===== config.mk =====
export PLATFORM = sky130hd
export DESIGN_NAME = err_mirror_alert
export DESIGN_NICKNAME = d
export VERILOG_FILES = /design/src/rtl/emsa_pkg.sv /design/src/rtl/em_status_bank.sv /design/src/rtl/em_mask_gen.sv /design/src/rtl/em_alert_drv.sv /design/src/rtl/err_mirror_alert.sv
export SDC_FILE = /design/constraint.sdc
export NUM_CORES = 1
export LEC_CHECK = 0
export ABC_AREA = 1
export BUFFER_PORTS_ARGS = -buffer_cell sky130_fd_sc_hd__buf_2
export CAP_MARGIN = 30
export CORE_UTILIZATION = 36
export CTS_BUF_LIST = sky130_fd_sc_hd__clkbuf_4 sky130_fd_sc_hd__clkbuf_8 sky130_fd_sc_hd__clkbuf_16
export DETAILED_ROUTE_END_ITERATION = 8
export PLACE_DENSITY_LB_ADDON = 0.2
export REMOVE_ABC_BUFFERS = 1
export SLEW_MARGIN = 20
export SYNTH_ARGS = -nofsm -noshare
export SYNTH_HDL_FRONTEND = slang
export SYNTH_SLANG_ARGS = --single-unit

===== constraint.sdc =====
create_clock -name clk -period 1 [get_ports clk]
set_input_delay 0.2 -clock clk [delete_from_list [all_inputs] [get_ports clk]]
set_output_delay 0.2 -clock clk [all_outputs]
set_load 0.01 [all_outputs]

===== src/rtl/emsa_pkg.sv =====
package emsa_pkg;
  typedef enum logic [1:0] {
    SLP_RUN = 2'd0,
    SLP_L1  = 2'd1,
    SLP_L3  = 2'd2,
    SLP_L45 = 2'd3
  } slp_e;

  localparam int CAT_GPI = 0;
  localparam int CAT_FAN = 1;
  localparam int CAT_TV  = 2;
  localparam int CAT_W   = 3;
  localparam int SLP_SETS = 3;
endpackage


===== src/rtl/em_status_bank.sv =====
module em_status_bank #(
  parameter int W = 8
) (
  input  logic         clk,
  input  logic         rst,
  input  logic [W-1:0] set_vec,
  input  logic         clr_we,
  input  logic [W-1:0] clr_vec,
  output logic [W-1:0] stat_q,
  output logic [W-1:0] stat_n
);
  logic [W-1:0] clr_eff;

  // events win over a simultaneous clear
  always_comb begin
    clr_eff = clr_we ? clr_vec : '0;
    stat_n  = (stat_q & ~clr_eff) | set_vec;
  end

  always_ff @(posedge clk) begin
    if (rst) stat_q <= '0;
    else     stat_q <= stat_n;
  end
endmodule


===== src/rtl/em_mask_gen.sv =====
module em_mask_gen
  import emsa_pkg::*;
#(
  parameter int NT = 4,
  parameter int NV = 4,
  parameter int NG = 2,
  parameter int NF = 4,
  localparam int W = NT + NV + NG + NF + 1
) (
  input  logic [1:0]                sleep_code,
  input  logic [CAT_W*SLP_SETS-1:0] sleep_mask,
  input  logic [W-1:0]              evt_mask,
  input  logic                      trip_in,
  output logic [W-1:0]              eff_mask
);
  logic [CAT_W-1:0] cat;
  logic [W-1:0]     slp_vec;
  logic [W-1:0]     trip_vec;

  always_comb begin
    unique case (slp_e'(sleep_code))
      SLP_L1:  cat = sleep_mask[0*CAT_W +: CAT_W];
      SLP_L3:  cat = sleep_mask[1*CAT_W +: CAT_W];
      SLP_L45: cat = sleep_mask[2*CAT_W +: CAT_W];
      default: cat = '0;
    endcase
    slp_vec  = {1'b0, {NF{cat[CAT_FAN]}}, {NG{cat[CAT_GPI]}},
                {(NT + NV){cat[CAT_TV]}}};
    trip_vec = {1'b0, {(W - 1){trip_in}}};
    eff_mask = evt_mask | slp_vec | trip_vec;
  end
endmodule


===== src/rtl/em_alert_drv.sv =====
module em_alert_drv #(
  parameter int NT = 4,
  parameter int W  = 15
) (
  input  logic          clk,
  input  logic          rst,
  input  logic [W-1:0]  stat_next,
  input  logic [NT-1:0] live_temp,
  input  logic [W-1:0]  eff_mask,
  input  logic          cmp_mode,
  output logic          alert_q
);
  logic [W-1:0]  cmp_sel;
  logic [W-1:0]  latched_src;
  logic [NT-1:0] live_src;
  logic          req;

  always_comb begin
    cmp_sel          = '0;
    cmp_sel[NT-1:0]  = {NT{cmp_mode}};
    latched_src      = stat_next & ~eff_mask & ~cmp_sel;
    live_src         = live_temp & ~eff_mask[NT-1:0] & {NT{cmp_mode}};
    req              = (|latched_src) | (|live_src);
  end

  always_ff @(posedge clk) begin
    if (rst) alert_q <= 1'b0;
    else     alert_q <= req;
  end
endmodule


===== src/rtl/err_mirror_alert.sv =====
module err_mirror_alert
  import emsa_pkg::*;
#(
  parameter int NT = 4,
  parameter int NV = 4,
  parameter int NG = 2,
  parameter int NF = 4
) (
  input  logic                   clk,
  input  logic                   rst,
  input  logic [NT-1:0]          temp_cond,
  input  logic [NV-1:0]          volt_evt,
  input  logic [NG-1:0]          gpi_evt,
  input  logic [NF-1:0]          fan_evt,
  input  logic                   trip_in,
  input  logic [1:0]             sleep_code,
  input  logic [NT+NV+NG+NF:0]   evt_mask,
  input  logic [8:0]             sleep_mask,
  input  logic                   cmp_mode,
  input  logic                   a_clr_we,
  input  logic [NT+NV+NG+NF:0]   a_clr_bits,
  input  logic                   b_clr_we,
  input  logic [NT+NV+NG+NF:0]   b_clr_bits,
  output logic [NT+NV+NG+NF:0]   stat_a,
  output logic [NT+NV+NG+NF:0]   stat_b,
  output logic                   alert_low_en
);
  localparam int W      = NT + NV + NG + NF + 1;
  localparam int COPIES = 2;

  logic [W-1:0] evt_vec;
  logic [W-1:0] eff_mask;
  logic         clr_we_c [COPIES];
  logic [W-1:0] clr_c    [COPIES];
  logic [W-1:0] stq      [COPIES];
  logic [W-1:0] stn      [COPIES];

  // layout R10: temp, volt, gpi, fan, trip (top)
  assign evt_vec = {trip_in, fan_evt, gpi_evt, volt_evt, temp_cond};

  assign clr_we_c[0] = a_clr_we;
  assign clr_c[0]    = a_clr_bits;
  assign clr_we_c[1] = b_clr_we;
  assign clr_c[1]    = b_clr_bits;

  for (genvar c = 0; c < COPIES; c++) begin : g_copy
    em_status_bank #(.W(W)) u_bank (
      .clk     (clk),
      .rst     (rst),
      .set_vec (evt_vec),
      .clr_we  (clr_we_c[c]),
      .clr_vec (clr_c[c]),
      .stat_q  (stq[c]),
      .stat_n  (stn[c])
    );
  end

  em_mask_gen #(.NT(NT), .NV(NV), .NG(NG), .NF(NF)) u_mask (
    .sleep_code (sleep_code),
    .sleep_mask (sleep_mask),
    .evt_mask   (evt_mask),
    .trip_in    (trip_in),
    .eff_mask   (eff_mask)
  );

  em_alert_drv #(.NT(NT), .W(W)) u_alert (
    .clk       (clk),
    .rst       (rst),
    .stat_next (stn[0]),
    .live_temp (temp_cond),
    .eff_mask  (eff_mask),
    .cmp_mode  (cmp_mode),
    .alert_q   (alert_low_en)
  );

  assign stat_a = stq[0];
  assign stat_b = stq[1];
endmodule


* Word-level counts from Yosys, hierarchy flattened
Cells that the tools add are included.
Storage, ports and cells: RAM bits 0, bits in registers 31, latch bits 0, memory bits (read-only) 0, memories 0
Operators by class: reduce and logical (&&, ||, !) cells 2, $lt $le $gt $ge 0, muxes and demuxes 3, $add $sub $neg 0, equal/unequal tests 3, bitwise operators 16, shift-type cells 0, $mul 0, divide/modulo/power cells 0
Operators by type and width (number):
- $and A15 B15 Y15 | 4
- $not A15 Y15 | 3
- $mux W15 | 2
- $or A15 B14 Y15 | 2
- $or A15 B15 Y15 | 2
- $not A4 Y15 | 1
- $reduce_or A15 Y1 | 1
- $pmux W3 S3 | 1
- $and A4 B4 Y4 | 2
- $eq A2 B2 Y1 const B | 2
- $not A4 Y4 | 1
- $reduce_or A4 Y1 | 1
- $eq A2 B1 Y1 const B | 1
- $or A1 B1 Y1 | 1

* Depth between registers and ports, before layout
Gate-level depths: netlist of run 1.
depth in word-level cells 9, mapped depth 10, depth with buffers taken out 10

* Modules after synthesis
From an unflattened synthesis of run 1, not the netlist that was laid out.
Unflattened totals: cell total of the unflattened synthesis 279, area total of the unflattened synthesis 1699.1 um2
By module, submodules not included:
- em_status_bank | cells each 92, seq. area each 300.3 um2, instances 2, area each 629.4 um2
- em_alert_drv | cells each 54, seq. area each 20.0 um2, instances 1, area each 235.2 um2
- em_mask_gen | cells each 41, seq. area each 0.0 um2, instances 1, area each 205.2 um2

* Worst setup path before layout of run 1
No wires, ideal clock.
path type input port to flip-flop, start point input port sleep_code[1], end point register u_alert.alert_q, path slack -0.025 ns, buffers on the path 0, arrival time 0.895 ns, stages 10, setup time 0.131 ns, cell sequence inv_1 nand2_2 nor2_2 nor2_8 nand3_1 nand2_1 nor2_1 nand2_1 nand2_1 a21oi_2
Between the ends: cells in the longest elaborated chain, start to end 9
RTL lines:
- start: declaration | RTL line err_mirror_alert.sv:16 | input logic [1:0] sleep_code,
- $eq A2 B2 Y1 / $eq A2 B1 Y1 (equally long branches) | RTL line em_mask_gen.sv:21 | unique case (slp_e'(sleep_code))
- $pmux W3 S3 (*) | RTL line em_mask_gen.sv:21
- $or A15 B14 Y15 (*) (2 in a row) | RTL line em_mask_gen.sv:30 | eff_mask = evt_mask | slp_vec | trip_vec;
- $not A15 Y15 / $not A4 Y4 (equally long branches) | RTL line em_alert_drv.sv:21, em_alert_drv.sv:22
- $and A15 B15 Y15 / $and A4 B4 Y4 (equally long branches) (2 in a row) | RTL line em_alert_drv.sv:21, em_alert_drv.sv:22
- $reduce_or A15 Y1 / $reduce_or A4 Y1 (equally long branches) | RTL line em_alert_drv.sv:23 | req = (|latched_src) | (|live_src);
- $or A1 B1 Y1 (*) | RTL line em_alert_drv.sv:23
- end signal: assignment | RTL line em_alert_drv.sv:28 | else alert_q <= req;
- end: declaration | RTL line em_alert_drv.sv:11 | output logic alert_q
Every way passes the cells marked *; elsewhere a longest branch is shown, timed or not. A chain may end at the register's enable or synchronous reset.

* Worst setup path in the final report of run 1
start point register g_copy[0].u_bank.stat_q[5], end point output port stat_a[5]
RTL lines:
- start: declaration | RTL line em_status_bank.sv:9 | output logic [W-1:0] stat_q,
- start signal: assignment | RTL line em_status_bank.sv:22 | else stat_q <= stat_n;
- end: declaration | RTL line err_mirror_alert.sv:24 | output logic [NT+NV+NG+NF:0] stat_a,
No word-level cell between the ends.

==> metrics.txt, run 1 <==
# TYPE chip_impl_metric gauge
chip_impl_metric{name="vias",unit=""} 1785
chip_impl_info{name="setup.worst_path.class",value="flip-flop to output pin"} 1
chip_impl_info{name="critical_path_startpoint_category",value="flip-flop"} 1
chip_impl_metric{name="clock_sink_count",unit=""} 31
chip_impl_metric{name="pwr_density_cell",unit="mW/mm2"} 1413
chip_impl_info{name="hold_end",value="g_copy[0].u_bank.stat_q[0]"} 1
chip_impl_metric{name="buffer_ports.inserted",unit=""} 106
chip_impl_info{name="worst_setup_path_end_kind",value="output pin"} 1
chip_impl_metric{name="timing_hold_violations_final",unit=""} 0
chip_impl_metric{name="post_synth_inst_count",unit=""} 226
chip_impl_metric{name="synth_cell_types",unit=""} 17
chip_impl_metric{name="critPathArrivalTime",unit="ns"} 0.83
chip_impl_metric{name="post_drt_wl_per_cell",unit="um"} 9.865
chip_impl_metric{name="grt_pass1_wl",unit="mm"} 6.499
chip_impl_metric{name="synth_compound_gate_area_share",unit="%"} 13.47
chip_impl_metric{name="post_synth_and_or_nand_nor_area_fraction",unit="%"} 34.63
chip_impl_metric{name="viasPerCell",unit=""} 4.386
chip_impl_info{name="type_of_the_tightest_min_delay_check",value="primary input to flip-flop"} 1
chip_impl_metric{name="max_cap_violations",unit=""} 0
chip_impl_metric{name="fraction_of_layout_cells_with_a_size_suffix_above_1",unit="%"} 42.90
chip_impl_info{name="violations_in_the_final_reports",value="negative setup slack"} 1
chip_impl_metric{name="total_of_endpoints_with_negative_setup_slack_in_the_final_report",unit=""} 4
chip_impl_metric{name="multi_input_area",unit="um2"} 705.7
chip_impl_info{name="cts-root-buf",value="clkbuf_8"} 1
chip_impl_info{name="rr_endpoint",value="u_alert.alert_q"} 1
chip_impl_metric{name="clk_pin_slew",unit="ns"} 0.06
chip_impl_info{name="cts_tree",value="done"} 1
chip_impl_metric{name="detailed_place_hpwl",unit="mm"} 3.192
chip_impl_metric{name="drt-total-wl",unit="mm"} 4.015
chip_impl_metric{name="placement_rows",unit=""} 22
chip_impl_metric{name="finalWorstSetupSlack",unit="ns"} -0.02620
chip_impl_metric{name="synth_fa_ha_area_share",unit="%"} 0
chip_impl_metric{name="final.min_clock_period",unit="ns"} 1.026
chip_impl_metric{name="hold_buffers",unit=""} 0
chip_impl_metric{name="power_leakage",unit="nW"} 1.402
chip_impl_metric{name="die_height",unit="um"} 65.44
chip_impl_metric{name="maximum_level_of_the_cts_h_tree",unit=""} 2
chip_impl_metric{name="drt_pass1_iterations",unit=""} 4
chip_impl_metric{name="aggregate_global_routing_overflow",unit=""} 0
chip_impl_metric{name="worst_slew_margin_rel",unit="%"} 79.75
chip_impl_info{name="regToRegStartpoint",value="g_copy[0].u_bank.stat_q[4]"} 1
chip_impl_metric{name="synth-xor-area-share",unit="%"} 0
chip_impl_metric{name="power.total",unit="mW"} 3.353
chip_impl_info{name="final_cell_mix",value="103 x buf_2, 92 x nand2_1, 33 x a21oi_1"} 1
chip_impl_info{name="layout.cells.most_common",value="buf_2"} 1
chip_impl_metric{name="fin_crit_sh",unit="%"} 102.6
chip_impl_metric{name="sequential_cell_area",unit="um2"} 628.1
chip_impl_metric{name="finalMaxSlewViolations",unit=""} 0
chip_impl_metric{name="clock_insertion_delay_worst_skew",unit="ns"} 0.28
chip_impl_metric{name="ctsLongestPathBuffers",unit=""} 2
chip_impl_metric{name="synth.mux.area_fraction",unit="%"} 0
chip_impl_metric{name="hold_path_depth",unit=""} 3
chip_impl_metric{name="first_iter_violations",unit=""} 58
chip_impl_metric{name="hold_worst_slack",unit="ns"} 0.1649
chip_impl_metric{name="drc_errors",unit=""} 0
chip_impl_metric{name="mappedNetlistArea",unit="mm2"} 0.001449
chip_impl_metric{name="critical_path.max_fanout",unit=""} 2
chip_impl_metric{name="initial_utilization",unit="%"} 38.42
chip_impl_metric{name="r2r_cells",unit=""} 8
chip_impl_metric{name="finalWeightedCongestion",unit=""} 0.7737
chip_impl_metric{name="diodes",unit=""} 0
chip_impl_metric{name="floorplan.core_area",unit="mm2"} 0.003771
chip_impl_metric{name="antenna_found_initial",unit=""} 0
chip_impl_metric{name="regToRegSetupSlack",unit="ns"} -0.01
chip_impl_metric{name="ant_nets",unit=""} 0
chip_impl_metric{name="syn_avg_cell_area",unit="um2"} 6.411
chip_impl_info{name="synth_top_family_by_area",value="simple AND/OR/NAND/NOR gates"} 1
chip_impl_metric{name="ys_ff_latch",unit=""} 31
chip_impl_metric{name="fin_skew",unit="ns"} 0.003586
chip_impl_metric{name="die-width",unit="um"} 65.44
chip_impl_metric{name="first_global_vias",unit=""} 1588
chip_impl_metric{name="design.portCount",unit=""} 107
chip_impl_metric{name="grt_start_max_net_pins",unit=""} 19
chip_impl_metric{name="fmax",unit="MHz"} 974.5
chip_impl_info{name="grt_setup_unrepaired",value="yes"} 1
chip_impl_metric{name="die_area",unit="mm2"} 0.004282
chip_impl_metric{name="filler_cell_count",unit=""} 377
chip_impl_metric{name="ir_worst_vdd",unit="mV"} 1.022
chip_impl_metric{name="grtUsageTotal",unit="%"} 19.99
chip_impl_metric{name="crit_required",unit="ns"} 0.80
chip_impl_metric{name="num_cts_buffers",unit=""} 5
chip_impl_info{name="min-delay-start",value="temp_cond[0]"} 1
chip_impl_metric{name="seq_area_frac_synth",unit="%"} 42.83
chip_impl_metric{name="area_delta_synth_final",unit="%"} 63.82
chip_impl_metric{name="design.final.nets",unit=""} 434
chip_impl_info{name="outcome",value="complete, but fails checks"} 1
chip_impl_metric{name="place_worst_setup_slack",unit="ns"} -0.2834
chip_impl_metric{name="synth_warnings",unit=""} 0
chip_impl_metric{name="worst_slew_pin_slew",unit="ns"} 0.3038
critical path, cell delays in order (launching register included):
cell and delay, ns:
dfxtp_2 0.33, buf_6 0.11, buf_6 0.11
registers in the layout (all words and copies together), names as in the netlist:
register,flops
g_copy.u_bank.stat_q,30
u_alert.alert_q,1
layer usage:
layer	global-route usage, %	up-vias	share of wire [%]
met4	7.609	0	1.3
met1	22.89	755	45
met2	33.63	65	45
li1	-	959	-
met3	7.292	6	8.6
met5	0	-	0
cells by family (layout without fill, tap and decap cells):
kind of cell    count (synthesis)  in the layout
compound gates                 38             38
flops                          31             31
simple gates                  123            123
buf+inv                        34            167
through the flow:
| step | util [%] | instances | setup TNS [ns] | cell area [um2] |
|---|---|---|---|---|
| detailed placement | 58.59 | 399 | -0.2834 | 2210 |
| CTS | 62.87 | 407 | -0.1154 | 2371 |
| global route | 62.94 | 407 | -0.2522 | 2374 |
| floorplan | - | 221 | -0.008228 | 1426 |
| global placement | 58.59 | 399 | -0.2171 | 2210 |
| finish | 62.94 | 407 | -0.06977 | 2374 |
worst max path at each step:
stage | cells after the start | start | to | slack (ns)
after floorplan | 10 | sleep_code[1] | u_alert.alert_q | -0.008
after global placement | 11 | a_clr_we | u_alert.alert_q | -0.22
after detailed placement | 11 | a_clr_we | u_alert.alert_q | -0.28
after CTS | 2 | g_copy[0].u_bank.stat_q[5] | stat_a[5] | -0.04
after global routing | 8 | g_copy[0].u_bank.stat_q[5] | u_alert.alert_q | -0.11
final | 2 | g_copy[0].u_bank.stat_q[5] | stat_a[5] | -0.03
area by class of cell:
cell class / instances / share of cell area [%]
Sequential cell: 31 / 26.46
Inverter: 29 / 4.586
Multi-Input combinational cell: 161 / 29.73
Clock buffer: 6 / 3.479
Tap cell: 48 / 2.530
Clock inverter: 2 / 1.476
Timing Repair Buffer: 130 / 31.73
what timing repair did:
| item | in CTS | in global routing |
|---|---|---|
| gates resized for setup | 14 | 2 |
| setup buffers | 0 | 0 |
| setup endpoints to repair | 4 | 6 |
| gates cloned | 0 | 0 |
| pin swaps | 4 | 5 |
where the power goes:
part | total (mW) | switching, mW | internal [mW]
Clock | 1.27 | 0.466 | 0.805
Sequential | 1.37 | 0.0435 | 1.33
Combinational | 0.709 | 0.348 | 0.362
cell usage after synthesis, drive strengths merged:
cell    count  area (um2)
nand2      97       371.6
a21oi      35       178.9
dfxtp      31       620.6
inv        29       108.9
nor2       15       75.08
nand3      11       55.05
clkbuf      3       11.26
buf         2       11.26
o21ai       2       10.00
a31oi       1       6.260
Note: power is estimated with default switching activity, not from simulation.
==> run 2, diff against run 1 <==
SKIP_CTS_REPAIR_TIMING = 1   (was not set)
==> metrics.txt, run 2 (synthesis results as in run 1) <==
# TYPE chip_impl_metric gauge
chip_impl_metric{name="die-width",unit="um"} 65.44
chip_impl_metric{name="layout.core_utilization",unit="%"} 63.37
chip_impl_metric{name="finalWeightedCongestion",unit=""} 0.7737
chip_impl_info{name="critical-path-slowest-cell",value="dfxtp_2"} 1
chip_impl_metric{name="filler_cell_count",unit=""} 379
chip_impl_metric{name="ir_worst_vdd",unit="mV"} 1.025
chip_impl_metric{name="finalWorstSetupSlack",unit="ns"} -0.04319
chip_impl_metric{name="finalMaxSlewViolations",unit=""} 0
chip_impl_metric{name="worst_slew_pin_slew",unit="ns"} 0.3143
chip_impl_metric{name="grt_pass1_wl",unit="mm"} 6.479
chip_impl_info{name="cts_tree",value="done"} 1
chip_impl_metric{name="initial_utilization",unit="%"} 38.42
chip_impl_metric{name="placedCellCount",unit=""} 399
chip_impl_metric{name="vias",unit=""} 1798
chip_impl_metric{name="dpl_cell_area",unit="mm2"} 0.002210
chip_impl_info{name="worst_setup_path_end_kind",value="output pin"} 1
chip_impl_metric{name="hold_path_depth",unit=""} 3
chip_impl_metric{name="floorplan.core_area",unit="mm2"} 0.003771
chip_impl_metric{name="worst_slew_margin_rel",unit="%"} 79.05
chip_impl_metric{name="design.final.nets",unit=""} 434
chip_impl_metric{name="first_iter_violations",unit=""} 60
chip_impl_info{name="registers.top_by_ff_count",value="g_copy.u_bank.stat_q"} 1
chip_impl_metric{name="cp.buffers_inverters",unit=""} 2
chip_impl_info{name="rr_endpoint",value="u_alert.alert_q"} 1
chip_impl_metric{name="area_delta_synth_final",unit="%"} 64.94
chip_impl_info{name="min-delay-start",value="temp_cond[0]"} 1
chip_impl_metric{name="buffer_ports.inserted",unit=""} 106
chip_impl_metric{name="num_cts_buffers",unit=""} 5
chip_impl_metric{name="ctsLongestPathBuffers",unit=""} 2
chip_impl_info{name="cts-root-buf",value="clkbuf_8"} 1
chip_impl_info{name="type_of_the_tightest_min_delay_check",value="primary input to flip-flop"} 1
chip_impl_info{name="regToRegStartpoint",value="g_copy[0].u_bank.stat_q[7]"} 1
chip_impl_metric{name="largest_register_ffs",unit=""} 30
chip_impl_metric{name="max_cap_violations",unit=""} 0
chip_impl_metric{name="pwr_density_cell",unit="mW/mm2"} 1409
chip_impl_metric{name="cp_num_cells",unit=""} 2
chip_impl_metric{name="fmax",unit="MHz"} 958.6
chip_impl_metric{name="design.portCount",unit=""} 107
chip_impl_metric{name="post_drt_wl_per_cell",unit="um"} 10.05
chip_impl_metric{name="grt_use_met1",unit="%"} 22.89
chip_impl_metric{name="clock_sink_count",unit=""} 31
chip_impl_metric{name="fin_skew",unit="ns"} 0.003633
chip_impl_metric{name="drt_pass1_iterations",unit=""} 4
chip_impl_metric{name="total_of_endpoints_with_negative_setup_slack_in_the_final_report",unit=""} 4
chip_impl_metric{name="drt-total-wl",unit="mm"} 4.090
chip_impl_info{name="final_cell_mix",value="103 x buf_2, 88 x nand2_1, 33 x a21oi_1"} 1
chip_impl_metric{name="aggregate_global_routing_overflow",unit=""} 0
chip_impl_metric{name="timing_hold_violations_final",unit=""} 0
chip_impl_info{name="setup.worst_path.class",value="flip-flop to output pin"} 1
chip_impl_metric{name="design_area",unit="mm2"} 0.002390
chip_impl_metric{name="antenna_found_initial",unit=""} 0
chip_impl_metric{name="post_layout_nonfiller_instances",unit=""} 407
chip_impl_metric{name="critPathArrivalTime",unit="ns"} 0.84
chip_impl_metric{name="viasPerCell",unit=""} 4.418
chip_impl_metric{name="power_leakage",unit="nW"} 1.405
chip_impl_info{name="outcome",value="complete, but fails checks"} 1
chip_impl_metric{name="final.min_clock_period",unit="ns"} 1.043
chip_impl_metric{name="placement_rows",unit=""} 22
chip_impl_metric{name="ant_nets",unit=""} 0
chip_impl_metric{name="first_global_vias",unit=""} 1589
chip_impl_metric{name="grtUsageMet3",unit="%"} 7.292
chip_impl_metric{name="fin_crit_sh",unit="%"} 104.3
chip_impl_info{name="largest_registers",value="g_copy.u_bank.stat_q: 30 flops, u_alert.alert_q: 1 flops"} 1
chip_impl_info{name="grt_setup_unrepaired",value="yes"} 1
chip_impl_metric{name="die_height",unit="um"} 65.44
chip_impl_info{name="violations_in_the_final_reports",value="negative setup slack"} 1
chip_impl_metric{name="grtUsageTotal",unit="%"} 19.91
chip_impl_info{name="critical_path_startpoint_category",value="flip-flop"} 1
chip_impl_metric{name="globalRouteMet2Util",unit="%"} 33.38
chip_impl_info{name="layout.cells.most_common",value="buf_2"} 1
chip_impl_info{name="hold_end",value="g_copy[0].u_bank.stat_q[0]"} 1
chip_impl_metric{name="critical_path.max_fanout",unit=""} 2
chip_impl_metric{name="regToRegSetupSlack",unit="ns"} -0.01
chip_impl_metric{name="r2r_cells",unit=""} 8
chip_impl_metric{name="crit_required",unit="ns"} 0.80
chip_impl_info{name="grt_most_used_layer",value="met2"} 1
chip_impl_metric{name="critical_path.max_stage_delay",unit="ns"} 0.33
chip_impl_info{name="cp_cell_sequence",value="buf_4 -> buf_6"} 1
chip_impl_metric{name="maximum_level_of_the_cts_h_tree",unit=""} 2
chip_impl_metric{name="drc_errors",unit=""} 0
chip_impl_metric{name="die_area",unit="mm2"} 0.004282
chip_impl_metric{name="grt_start_max_net_pins",unit=""} 19
chip_impl_metric{name="detailed_place_hpwl",unit="mm"} 3.192
chip_impl_info{name="cp_top_family",value="flip-flops"} 1
chip_impl_metric{name="clk_pin_slew",unit="ns"} 0.06
chip_impl_info{name="startpoint",value="g_copy[0].u_bank.stat_q[5]"} 1
chip_impl_metric{name="hold_worst_slack",unit="ns"} 0.1649
chip_impl_metric{name="clock_insertion_delay_worst_skew",unit="ns"} 0.28
chip_impl_metric{name="diodes",unit=""} 0
chip_impl_metric{name="fraction_of_layout_cells_with_a_size_suffix_above_1",unit="%"} 45.13
==> run 2: tightest hold or removal path, delay by kind of cell <==
kind	cells	cell delay (ns)
buffers and inverters	1	0.09
AOI/OAI and AO/OA	1	0.05
and+or+nand+nor	1	0.07
==> run 2: cell type report <==
type	instances	area, um2	share of cell area [%]
repair buffers	130	749.5	31.36
flip-flops and latches	31	630.6	26.39
clock inverters	2	35.03	1.466
well taps	48	60.06	2.513
multi-input cells	161	723.2	30.26
clock buffers	6	82.58	3.456
inverters	29	108.9	4.555
==> run 2: per-layer routing <==
| metal | up-vias | wire length (um) |
|---|---|---|
| met4 | 0 | 53 |
| met2 | 67 | 1865 |
| met3 | 6 | 345 |
| met5 | - | 0 |
| met1 | 766 | 1825 |
| li1 | 959 | - |
==> run 2: worst max-delay path by stage <==
stage,to
after floorplan,u_alert.alert_q
after global placement,u_alert.alert_q
after detailed placement,u_alert.alert_q
after CTS,u_alert.alert_q
after global routing,u_alert.alert_q
final,stat_a[5]
==> run 2: where the power goes <==
group | total (mW) | internal [mW] | leakage, nW | switching (mW)
sequential | 1.38 | 1.33 | 0.261 | 0.0451
clock | 1.27 | 0.805 | 0.0612 | 0.465
combinational | 0.722 | 0.365 | 1.08 | 0.357
total | 3.37 | 2.50 | 1.41 | 0.867
==> run 2: through the flow <==
step                      setup TNS (ns)  setup slack, ns  total power [mW]
final                            -0.1056         -0.04319             3.368
after global routing             -0.2629         -0.09165             3.549
after CTS                        -0.2421         -0.08806             3.353
after detailed placement         -0.2834          -0.2834             2.085
after global placement           -0.2171          -0.2171             2.079
after floorplan                -0.008228        -0.008228             1.680
